--- src/rtl/oc_window_pkg.sv ---
package oc_window_pkg;

  // Strobes from control to datapath, one set per clock.
  typedef struct packed {
    logic start;    // first high sample of an on-interval
    logic run;      // hsOn sampled high this clock
    logic capture;  // first low sample after an on-interval
  } winStrobe_t;

endpackage

--- src/rtl/oc_window_dp.sv ---
module oc_window_dp
  import oc_window_pkg::*;
#(
  parameter int CNT_W = 8
) (
  input  logic       clk,
  input  logic       rstN,
  input  winStrobe_t strobe,
  output logic       inWindow
);

  localparam logic [CNT_W-1:0] CNT_MAX = {CNT_W{1'b1}};

  logic [CNT_W-1:0] onCnt;
  logic [CNT_W-1:0] winLim;
  logic [CNT_W-1:0] tickIdx;
  logic [CNT_W-1:0] limNext;

  // Index of the current sample inside the on-interval.
  always_comb begin
    tickIdx = strobe.start ? '0 : onCnt;
  end

  // Three quarters with truncation of each shifted term.
  always_comb begin
    limNext = (onCnt >> 1) + (onCnt >> 2);
  end

  // On-time counter, saturating.
  always_ff @(posedge clk or negedge rstN) begin
    if (!rstN) begin
      onCnt <= '0;
    end else if (strobe.start) begin
      onCnt <= {{(CNT_W-1){1'b0}}, 1'b1};
    end else if (strobe.run && (onCnt != CNT_MAX)) begin
      onCnt <= onCnt + 1'b1;
    end
  end

  // Window limit captured at switch-off for use in the next interval.
  always_ff @(posedge clk or negedge rstN) begin
    if (!rstN) begin
      winLim <= '0;
    end else if (strobe.capture) begin
      winLim <= limNext;
    end
  end

  always_comb begin
    inWindow = strobe.run && (tickIdx < winLim);
  end

  // a saturated counter stays saturated while the switch is on
  a_r2_saturate: assert property (@(posedge clk) disable iff (!rstN)
    (strobe.run && !strobe.start && onCnt == CNT_MAX) |=> (onCnt == CNT_MAX));

  // the stored limit never exceeds three quarters of the measured count
  a_r3_three_quarter: assert property (@(posedge clk) disable iff (!rstN)
    strobe.capture |=> ({2'b00, winLim} * 4) <= ({2'b00, $past(onCnt)} * 3));

  // nothing lies inside the window while the switch is off
  a_r4_window_off: assert property (@(posedge clk) disable iff (!rstN)
    !strobe.run |-> !inWindow);

endmodule

--- src/rtl/oc_window_ctrl.sv ---
module oc_window_ctrl
  import oc_window_pkg::*;
(
  input  logic       clk,
  input  logic       rstN,
  input  logic       hsOn,
  input  logic       ocTrip,
  input  logic       limitEn,
  input  logic       inWindow,
  output winStrobe_t strobe,
  output logic       faultPulse
);

  logic hsOnQ;
  logic haveRef;
  logic fired;
  logic firedEff;
  logic hitNow;

  always_comb begin
    strobe.start   = hsOn && !hsOnQ;
    strobe.run     = hsOn;
    strobe.capture = !hsOn && hsOnQ;
  end

  // A new on-interval clears the per-interval fired flag.
  always_comb begin
    firedEff = fired && !strobe.start;
    hitNow   = hsOn && ocTrip && limitEn && haveRef && inWindow && !firedEff;
  end

  always_ff @(posedge clk or negedge rstN) begin
    if (!rstN) begin
      hsOnQ      <= 1'b0;
      haveRef    <= 1'b0;
      fired      <= 1'b0;
      faultPulse <= 1'b0;
    end else begin
      hsOnQ      <= hsOn;
      faultPulse <= hitNow;
      fired      <= firedEff || hitNow;
      if (strobe.capture) begin
        haveRef <= 1'b1;
      end
    end
  end

  // each strobe stems from a sample with switch on and comparator tripped
  a_r1_source: assert property (@(posedge clk) disable iff (!rstN)
    faultPulse |-> ($past(hsOn) && $past(ocTrip)));

  // strobe is one clock wide
  a_r5_single: assert property (@(posedge clk) disable iff (!rstN)
    faultPulse |=> !faultPulse);

  // no strobe before a reference on-time exists
  a_r6_no_ref: assert property (@(posedge clk) disable iff (!rstN)
    !haveRef |=> !faultPulse);

  // disabled limit suppresses the strobe
  a_r7_disabled: assert property (@(posedge clk) disable iff (!rstN)
    !limitEn |=> !faultPulse);

endmodule

--- src/rtl/oc_window.sv ---
module oc_window
  import oc_window_pkg::*;
#(
  parameter int CNT_W = 8
) (
  input  logic clk,
  input  logic rstN,
  input  logic hsOn,
  input  logic ocTrip,
  input  logic limitEn,
  output logic faultPulse
);

  winStrobe_t strobe;
  logic       inWindow;

  oc_window_ctrl u_ctrl (
    .clk        (clk),
    .rstN       (rstN),
    .hsOn       (hsOn),
    .ocTrip     (ocTrip),
    .limitEn    (limitEn),
    .inWindow   (inWindow),
    .strobe     (strobe),
    .faultPulse (faultPulse)
  );

  oc_window_dp #(.CNT_W(CNT_W)) u_dp (
    .clk      (clk),
    .rstN     (rstN),
    .strobe   (strobe),
    .inWindow (inWindow)
  );

  // output quiet in the first clock after reset release
  a_r8_reset_quiet: assert property (@(posedge clk) disable iff (!rstN)
    $rose(rstN) |-> !faultPulse);

endmodule

--- config.mk ---
export PLATFORM = sky130hd
export DESIGN_NAME = oc_window
export DESIGN_NICKNAME = d
export VERILOG_FILES = /design/src/rtl/oc_window_pkg.sv /design/src/rtl/oc_window_dp.sv /design/src/rtl/oc_window_ctrl.sv /design/src/rtl/oc_window.sv
export SDC_FILE = /design/constraint.sdc
export NUM_CORES = 1
export LEC_CHECK = 0
export BUFFER_PORTS_ARGS = -buffer_cell sky130_fd_sc_hd__buf_2
export CAP_MARGIN = 20
export CORE_ASPECT_RATIO = 0.7
export CORE_MARGIN = 2
export CORE_UTILIZATION = 50
export DETAILED_ROUTE_END_ITERATION = 12
export PLACE_DENSITY = 0.63
export SLEW_MARGIN = 40
export SYNTH_ARGS = -nofsm -noshare
export SYNTH_HDL_FRONTEND = slang
export SYNTH_SLANG_ARGS = --single-unit
--- constraint.sdc ---
create_clock -name clk -period 2.9 [get_ports clk]
set_clock_uncertainty 0.1 [all_clocks]
set_input_delay 0.145 -clock clk [delete_from_list [all_inputs] [get_ports clk]]
set_output_delay 0.145 -clock clk [all_outputs]
set_load 0.05 [all_outputs]
==> results by group <==
Synthesis
  – FFs w/ async S/R, synth: 100.0%
  – Synth Area in Adders: 16.06%
  – Post-Synth Simple-Gate Area: 21.90%
  – Net count after synthesis: 171
  – Post-synth EDFFs: 0
  – Mapped Avg Cell Area: 9.203 µm²
  – Seq cells post-synth: 20
  – Yosys cell types: 37
  – Xor/xnor cell area share of the yosys netlist: 5.109%
  – Syn Inst Count: 149
  – Most used flip-flop cell after synthesis: dfrtp_1
  – Warnings, synthesis: 0
  – Compound-Gate Fraction of Synth Area: 13.59%
  – Largest family of logic cells by synthesized area: simple AND/OR/NAND/NOR gates
  – Seq/Total Area, Yosys: 36.50%
  – Cell area after synthesis: 0.001371 mm²
  – Mux cell area share after synthesis: 1.551%

STA
  – Maximum clock rate: 0.4505 GHz
  – Hold_ws: 0.04476 ns
  – Final Cycle Share: 76.54%
  – RSZ-0062 raised after global routing: no
  – Final Max Tran Viols: 0
  – Hold Vio Cnt, Final: 0
  – Tmin final: 2.220 ns
  – Slew @ Worst Pin: 0.5295 ns
  – Setup WS post-layout: 0.6804 ns
  – Final setup violating endpoints: 0
  – Max-slew headroom: 63.79%
  – Setup_tns: 0 ns

Drt
  – DR vias/cell: 5.367
  – Final wirelength: 2640 µm
  – # DRC: 0
  – Via count: 1009
  – ANT nets after route: 0
  – Drt first-iter violations: 61
  – WL per Instance: 14.04 µm
  – DRT Pass-1 Iters: 4

Setup path
  – Top Family by Delay on Critical Path: compound AO/OA/AOI/OAI gates
  – Startpoint Class: flop
  – CP Cell Sequence: nand2b_4 > and2_1 > ha_1 > nor2b_1 > a311o_1 > a2111oi_2 > a21boi_1
  – Critical path data required time: 2.99 ns
  – Critical-path maximum fanout: 9
  – Slowest stage cell, crit path: dfrtp_1
  – CP endpoint kind: flop
  – Critical path arrival: 2.31 ns
  – CP max stage delay: 0.41 ns
  – WS Path Type: reg2reg
  – Crit path buf inv count: 0

Global routing
  – Global Route met1 Usage: 28.78%
  – Vias in the first global route: 966
  – GRT Residual Overflow: 0
  – Pin count of the biggest net entering global routing: 24
  – First-pass GRT wire length: 4526 µm
  – Met3 usage: 5.412%
  – M2 GR Usage: 30.00%
  – Initial antenna violation count: 0
  – Gr busiest metal: met2
  – Global-route usage over all layers: 19.72%

Floorplan
  – Num ports: 6
  – Initial Util: 54.12%
  – Core Rows: 15
  – Core area: 0.002534 mm²
  – Chip Height: 47.82 µm
  – Die width: 66.60 µm
  – Die ar.: 0.003184 mm²

CTS
  – Root Driver: clkbuf_8
  – # clock sinks: 20
  – CTS tree: done
  – Post CTS Setup Buffer Count: 0
  – Post-cts sizing count: 0
  – Num CTS Buffers: 3
  – Reg clk slew, reported paths: 0.08 ns
  – Clock tree buffer depth: 2
  – Number of H-tree levels: 1
  – Worst-Skew Late Latency: 0.26 ns

Power and ir drop
  – Clk pwr share: 35.0%
  – Combinational share of power: 22.2%
  – Internal power: 0.5763 mW
  – P_leak: 0.7064 nW
  – Peak VDD IR: 265.0 µV
  – Sw Ratio: 27.78%
  – PnR Total Power: 0.7980 mW
  – Power density cells: 535.0 mW/mm²
  – Sequential share of power: 42.7%
  – P_sw: 0.2217 mW

Placed design
  – Port Buf Inserts: 5
  – DP HPWL: 2022 µm
  – GPL Wtd Cong: 0.8179
  – Dpl cells: 183
  – Area after DPL: 0.001408 mm²
  – DP Worst Slack: 0.6894 ns

Layout
  – Fin area: 0.001491 mm²
  – Fillers: 226
  – Most frequent cells in the layout: dfrtp_1 (20), ha_1 (16), nor2_1 (14), nand2_1 (14), inv_1 (11)
  – Area grow syn2layout: 8.759%
  – Layout Utilization: 58.86%
  – Antenna cells: 0
  – Layout cells sized above 1: 8.442%
  – Final #Nets: 177
  – Leading cell type in the layout, fill and taps excluded: dfrtp_1
  – Cell Count, Final, Fillers Out: 188

Run status
  – Run status: complete, no violations

Run
  – Max Cap Violations: 0

Min path
  – Worst hold path type: in2reg
[cell type report]
class,instances,area (µm²),share of cell area (%)
Clock buffer,3,41.29,2.768
Clock inverter,1,30.03,2.013
Inverter,11,41.29,2.768
Multi-Input combinational cell,113,800.8,53.69
Sequential cell,20,500.5,33.56
Tap cell,34,42.54,2.852
Timing Repair Buffer,6,35.03,2.349
[state kept, by name (all words and copies together) (netlist names)]
register           count
u_dp.onCnt             8
u_ctrl.haveRef         1
u_dp.winLim            8
u_ctrl.fired           1
u_ctrl.faultPulse      1
u_ctrl.hsOnQ           1
[cell usage after synthesis, types with 2 or more instances]
| cell | count | area [µm²] |
|---|---|---|
| o21ai_0 | 8 | 40.04 |
| nor2b_1 | 2 | 12.51 |
| a21oi_1 | 4 | 20.02 |
| or4_1 | 2 | 15.01 |
| and2_1 | 5 | 31.28 |
| nand3_1 | 5 | 25.02 |
| nor2_1 | 14 | 52.55 |
| xnor2_1 | 2 | 17.52 |
| ha_1 | 16 | 200.2 |
| a21o_1 | 3 | 22.52 |
| clkbuf_1 | 2 | 7.510 |
| nand2_1 | 14 | 52.55 |
| xor2_1 | 6 | 52.55 |
| nor3_1 | 4 | 20.02 |
| dfrtp_1 | 20 | 500.5 |
| inv_1 | 11 | 41.29 |
| a211oi_1 | 4 | 30.03 |
| nand4_1 | 6 | 37.54 |
| nand2b_1 | 3 | 18.77 |
[worst paths after layout]
check,slack (ns),start,end,depth (start not counted)
max in group asynchronous,2.12,rstN,u_dp.winLim[6],2
min in group asynchronous,0.25,rstN,u_dp.winLim[0],2
min,0.04,hsOn,u_ctrl.hsOnQ,1
max reg2reg,0.68,u_ctrl.hsOnQ,u_ctrl.faultPulse,7
max,0.68,u_ctrl.hsOnQ,u_ctrl.faultPulse,7
min reg2reg,0.36,u_ctrl.fired,u_ctrl.faultPulse,1
[power by group through the flow]
stage | clock network [mW] | logic, mW | registers [mW]
2_1_floorplan | 0 | 0.131 | 0.343
3_3_place_gp | 0 | 0.171 | 0.347
3_5_place_dp | 0 | 0.173 | 0.347
4_1_cts | 0.288 | 0.177 | 0.340
5_1_grt | 0.299 | 0.205 | 0.347
6_report | 0.280 | 0.178 | 0.341
[logic make-up (layout without fill, tap and decap cells)]
group / count (synthesis) / in the layout
AOI/OAI and AO/OA: 27 / 27
xor gates and xnor gates: 8 / 8
adders and majority gates: 17 / 17
buffers and inverters: 16 / 21
DFF: 20 / 20
muxes: 2 / 2
and+or+nand+nor: 59 / 59
[worst reg2reg max path: stages, from the launching register on]
cell and delay, ns:
dfrtp_1 0.41, nand2b_4 0.18, and2_1 0.19, ha_1 0.28, nor2b_1 0.13, a311o_1 0.32
a2111oi_2 0.33, a21boi_1 0.21
[layer usage]
layer  routed length [µm]  part of all wire (%)
met5                    0                     0
met4                    0                     0
met3                   77                   2.9
met2                 1092                    41
met1                 1471                    56
[what timing repair did]
action	4_1_cts	5_1_grt
hold buffers	1	0
hold endpoints to repair	20	0
setup endpoints to repair	0	0
No activity file was read; power rests on OpenSTA's default activity.
